==> config.mk <==
export PLATFORM = sky130hd
export DESIGN_NAME = fxq_requant
export DESIGN_NICKNAME = d
export VERILOG_FILES = /design/src/rtl/fxq_pkg.sv /design/src/rtl/fxq_align_round.sv /design/src/rtl/fxq_range_fix.sv /design/src/rtl/fxq_requant.sv
export SDC_FILE = /design/constraint.sdc
export NUM_CORES = 1
export LEC_CHECK = 0
export BUFFER_PORTS_ARGS = -buffer_cell sky130_fd_sc_hd__buf_2
export CORE_ASPECT_RATIO = 1.1
export CORE_MARGIN = 1
export CORE_UTILIZATION = 46
export DETAILED_ROUTE_END_ITERATION = 12
export HOLD_SLACK_MARGIN = 0.12
export PLACE_DENSITY_LB_ADDON = 0.12
export SYNTH_ARGS = -nofsm -noshare
export SYNTH_HDL_FRONTEND = slang
export SYNTH_SLANG_ARGS = --single-unit
==> constraint.sdc <==
create_clock -name clk -period 1.2 [get_ports clk]
set_clock_uncertainty 0.15 [all_clocks]
set_input_delay 0 -clock clk [delete_from_list [all_inputs] [get_ports clk]]
set_output_delay 0 -clock clk [all_outputs]
set_load 0.005 [all_outputs]
==> src/rtl/fxq_pkg.sv <==
package fxq_pkg;
    typedef enum logic [1:0] {
        OVF_WRAP     = 2'd0,
        OVF_SAT      = 2'd1,
        OVF_ZERO     = 2'd2,
        OVF_SAT_ALT  = 2'd3
    } ovf_mode_e;

    typedef enum logic {
        QNT_TRUNC = 1'b0,
        QNT_ROUND = 1'b1
    } qnt_mode_e;
endpackage

==> src/rtl/fxq_align_round.sv <==
module fxq_align_round #(
    parameter int IN_WL = 32,
    parameter int SHIFT = 12,
    localparam int Q_W  = IN_WL + 1 - SHIFT
) (
    input  logic [IN_WL-1:0] din,
    input  logic             rnd_en,
    output logic [Q_W-1:0]   q
);
    logic [IN_WL:0] ext;
    assign ext = {din[IN_WL-1], din};

    generate
        if (SHIFT == 0) begin : g_noshift
            assign q = ext;
        end else begin : g_shift
            localparam logic [IN_WL:0] HALF = (IN_WL+1)'(1) << (SHIFT - 1);
            logic [IN_WL:0] bias;
            logic [IN_WL:0] sum;
            always_comb begin
                if (!rnd_en)
                    bias = '0;
                else if (din[IN_WL-1])
                    bias = HALF - (IN_WL+1)'(1);
                else
                    bias = HALF;
                sum = ext + bias;
            end
            assign q = sum[IN_WL:SHIFT];
        end
    endgenerate
endmodule

==> src/rtl/fxq_range_fix.sv <==
module fxq_range_fix
    import fxq_pkg::*;
#(
    parameter int Q_W    = 21,
    parameter int OUT_WL = 16
) (
    input  logic [Q_W-1:0]    q,
    input  logic [1:0]        mode,
    output logic [OUT_WL-1:0] dout,
    output logic              ovf
);
    localparam logic [OUT_WL-1:0] POS_LIM = {1'b0, {(OUT_WL-1){1'b1}}};
    localparam logic [OUT_WL-1:0] NEG_LIM = {1'b1, {(OUT_WL-1){1'b0}}};

    generate
        if (Q_W > OUT_WL) begin : g_check
            logic [Q_W-OUT_WL:0] top;
            assign top = q[Q_W-1:OUT_WL-1];
            assign ovf = !((&top) || !(|top));
        end else begin : g_fits
            assign ovf = 1'b0;
        end
    endgenerate

    ovf_mode_e m;
    assign m = ovf_mode_e'(mode);

    always_comb begin
        dout = q[OUT_WL-1:0];
        if (ovf) begin
            unique case (m)
                OVF_WRAP:             dout = q[OUT_WL-1:0];
                OVF_SAT, OVF_SAT_ALT: dout = q[Q_W-1] ? NEG_LIM : POS_LIM;
                OVF_ZERO:             dout = '0;
                default:              dout = q[OUT_WL-1:0];
            endcase
        end
    end
endmodule

==> src/rtl/fxq_requant.sv <==
module fxq_requant
    import fxq_pkg::*;
#(
    parameter int IN_WL   = 32,
    parameter int IN_IWL  = 8,
    parameter int OUT_WL  = 16,
    parameter int OUT_IWL = 4
) (
    input  logic              clk,
    input  logic              rst_n,
    input  logic              in_valid,
    input  logic [IN_WL-1:0]  in_data,
    input  logic              q_mode,
    input  logic [1:0]        ov_mode,
    output logic              out_valid,
    output logic [OUT_WL-1:0] out_data,
    output logic              out_ovf
);
    localparam int IN_FWL  = IN_WL - IN_IWL;
    localparam int OUT_FWL = OUT_WL - OUT_IWL;
    localparam int SHIFT   = IN_FWL - OUT_FWL;
    localparam int Q_W     = IN_WL + 1 - SHIFT;

    logic [Q_W-1:0]    q_val;
    logic [OUT_WL-1:0] fixed;
    logic              fix_ovf;
    qnt_mode_e         qm;

    assign qm = qnt_mode_e'(q_mode);

    fxq_align_round #(
        .IN_WL (IN_WL),
        .SHIFT (SHIFT)
    ) u_align (
        .din    (in_data),
        .rnd_en (qm == QNT_ROUND),
        .q      (q_val)
    );

    fxq_range_fix #(
        .Q_W    (Q_W),
        .OUT_WL (OUT_WL)
    ) u_range (
        .q    (q_val),
        .mode (ov_mode),
        .dout (fixed),
        .ovf  (fix_ovf)
    );

    always_ff @(posedge clk or negedge rst_n) begin
        if (!rst_n) begin
            out_valid <= 1'b0;
            out_data  <= '0;
            out_ovf   <= 1'b0;
        end else begin
            out_valid <= in_valid;
            if (in_valid) begin
                out_data <= fixed;
                out_ovf  <= fix_ovf;
            end
        end
    end
endmodule

==> impl_metrics.json <==
{
  "cp.buffers_inverters": 1,
  "h-tree-depth": 1,
  "min_path_type": "in -> reg",
  "slowest_delay_ns": 0.41,
  "crit_type": "in -> reg",
  "antenna_cells": 0,
  "area_growth_pct": 73.6,
  "setup_viol": 17,
  "synth_top_area_share_pct": 37.0,
  "p_leak_nw": 0.995,
  "drive_above_1_share_pct": 48.9,
  "firstDrtPassIters": 4,
  "die_area_mm2": 0.00286,
  "die_w_um": 51.1,
  "wl_per_cell_um": 16.1,
  "num_vias": 1451,
  "die_h_um": 56.0,
  "post-synth-top-area-cell": "dfrtp_1",
  "gp_congestion": 0.812,
  "maxSlewHeadroom_pct": 46.7,
  "syn_area_per_cell_um2": 9.36,
  "cts_made_buffers": 3,
  "grt_max_degree": 19,
  "row_count": 19,
  "grt_pass1_vias": 1427,
  "period_share_pct": 152,
  "vdd_drop_max_mv": 0.759,
  "fill_cells": 143,
  "dp_hpwl_um": 2450,
  "synthFlopType": "dfrtp_1",
  "finalCriticalPeriod_ns": 1.83,
  "antenna_found_initial": 0,
  "whs_ns": 0.0538,
  "final_cell_area_mm2": 0.00211,
  "maxCapViolCount": 0,
  "tns_ns": -8.84,
  "cellPowerDensity_mw_per_mm2": 798,
  "clk_latency_ns": 0.29,
  "crit_start": "q_mode",
  "drc": 0,
  "seq_area_um2": 450,
  "cts_sinks": 18,
  "cts_root_buffer": "clkbuf_4",
  "clk_path_buf_depth": 2,
  "synthTopCellsByArea": "dfrtp_1 37%, xnor2_1 7.9%, mux2i_1 4.9%",
  "synthCells": 130,
  "timing.final.ws_setup_ns": -0.625,
  "cp-start-kind": "input port",
  "worstMarginPinSlew_ns": 0.799,
  "io_buffers": 55,
  "num_io_pins": 56,
  "cts_tree": "done",
  "crit_required_ns": 1.24,
  "grt_overflow": 0,
  "violations": "negative setup slack",
  "status": "finished, violations left",
  "grt_pass1_wl_um": 6220,
  "wl_um": 4210,
  "r2r-start": "out_data[6]",
  "hold_viol_final": 0,
  "rsz0062_at_grt": "yes",
  "synthArstFlopShare_pct": 100,
  "min_from": "in_data[16]",
  "max_freq_ghz": 0.548,
  "worst_path_max_delay_cell": "or3_4",
  "netlist_area_mm2": 0.00122,
  "vias_per_cell": 5.54,
  "ys.warnings.count": 0,
  "core_mm2": 0.00250,
  "drv_slew": 0,
  "initial_core_util_pct": 48.8,
  "ant_nets": 0,
  "netlist-cell-type-count": 37,
  "multiInputGateArea_um2": 840,
  "syn_nets": 169,
  "synth_edf_count": 0,
  "synth_seq_area_share_pct": 37.0,
  "placed_cell_area_mm2": 0.00171,
  "crit_family": "simple AND/OR/NAND/NOR gates",
  "nNetsFinal": 271,
  "synth_seq_cells": 18,
  "drt_first_iter_violations": 28,
  "arrival_ns": 1.86,
  "grt.total_usage_pct": 29.6,
  "endpoint_kind": "flip-flop",
  "cts_hold_buffers": 18,
  "path_max_fanout": 7,
  "worstPathCellList": "buf_6 -> nor2b_4 -> ha_4 -> a31o_4 -> and4_4 -> nand3_4 -> o2bb2ai_4 -> or3_4 -> a221o_1",
  "path_clk_slew_ns": 0.11
}
worst reg2reg max path, cell delays in order, from the launching register on:
cell and delay [ns]:
dfrtp_1 0.39, nor2b_1 0.13, a311o_1 0.35
flip-flops by register name, indices dropped and copies added, names as in the netlist:
register,flops
out_data,16
out_ovf,1
out_valid,1
cells by family (layout without fill, tap and decap cells):
group	after synthesis	after routing	share of synthesized area [%]
multiplexers	6	6	4.93
AO/OA/AOI/OAI	28	28	18.1
buffers and inverters	11	112	4.11
XOR/XNOR	14	14	10.1
AND/OR/NAND/NOR	52	52	24.8
adder cells (fa/ha/maj)	1	1	1.03
flip-flops	18	18	37.0
path summary, 6_finish.rpt:
| path | cells after the start | slack, ns | end |
|---|---|---|---|
| min reg2reg | 1 | 0.35 | out_data[15] |
| max | 9 | -0.63 | out_data[2] |
| min in group asynchronous | 3 | 0.52 | out_data[3] |
| max in group asynchronous | 3 | 0.17 | out_data[1] |
| min | 4 | 0.05 | out_data[4] |
| max reg2reg | 2 | 0.08 | out_data[6] |
cell usage in the layout, fill, tap and decap left out, drive strengths merged, types with 2 or more instances in the layout:
| master | Yosys | layout |
|---|---|---|
| and2 | 2 | 2 |
| dfrtp | 18 | 18 |
| nand3 | 5 | 5 |
| dlygate4sd3 | 0 | 17 |
| a221o | 3 | 3 |
| mux2i | 6 | 6 |
| clkbuf | 5 | 5 |
| nand4 | 4 | 4 |
| and3 | 3 | 3 |
| a311o | 4 | 4 |
| xor2 | 3 | 3 |
| and4 | 4 | 4 |
| nor4 | 4 | 4 |
| buf | 2 | 85 |
| nor3 | 2 | 2 |
| nor2 | 10 | 10 |
| o21ai | 9 | 9 |
| xnor2 | 11 | 11 |
| inv | 4 | 4 |
| a21oi | 4 | 4 |
| nand2 | 10 | 10 |
| nor2b | 5 | 5 |
synthesized netlist by cell type (2+ instances only):
cell and number:
inv_1 4, nor2_1 10, a221o_1 3, a311o_1 4, a21oi_1 4, mux2i_1 6, nor4_1 3, o21ai_0 9
and4_1 4, nand4_1 4, nand2_1 10, nand3_1 4, clkbuf_1 5, xor2_1 3, nor2b_1 5, and2_1 2
xnor2_1 11, dfrtp_1 18, and3_1 3
metrics by stage:
step | utilization [%] | instances | worst slack, ns | total power [W]
2_1_floorplan | - | 130 | -0.946 | 0.000914
3_5_place_dp | 68.6 | 236 | -1.18 | 0.00117
5_1_grt | 84.7 | 262 | -0.649 | 0.00177
4_1_cts | 82.6 | 262 | -0.639 | 0.00167
6_report | 84.7 | 262 | -0.625 | 0.00169
3_3_place_gp | 68.6 | 236 | -1.12 | 0.00115
metal layers:
layer	GRT usage, %	share of wire (%)	vias up
met2	51.5	52	74
met5	0	0	-
li1	-	-	680
met1	33.9	39	677
met4	14.7	4.0	0
met3	5.19	4.5	20
area by class of cell:
cell class	instances	area share [%]
multi-input combinational	101	39.7
sequential	18	21.3
timing repair buffer	104	34.7
inverter	4	0.710
clock buffer	4	1.72
tap	31	1.84
what timing repair did:
item                                    4_1_cts  5_1_grt
pin swaps                                    19        7
endpoints found under the setup margin       17       36
resized for setup                            28       14
buffers inserted                              4        0
hold endpoints to repair                     36        6
power by group:
group | leakage [nW] | switching, W | internal, W | total (W)
clock | 0.0210 | 0.000205 | 0.000185 | 0.000390
combinational | 0.757 | 0.000256 | 0.000326 | 0.000583
sequential | 0.217 | 0.0000351 | 0.000678 | 0.000713
total | 0.995 | 0.000496 | 0.00119 | 0.00169
Note: power is estimated with default switching activity, not from simulation.
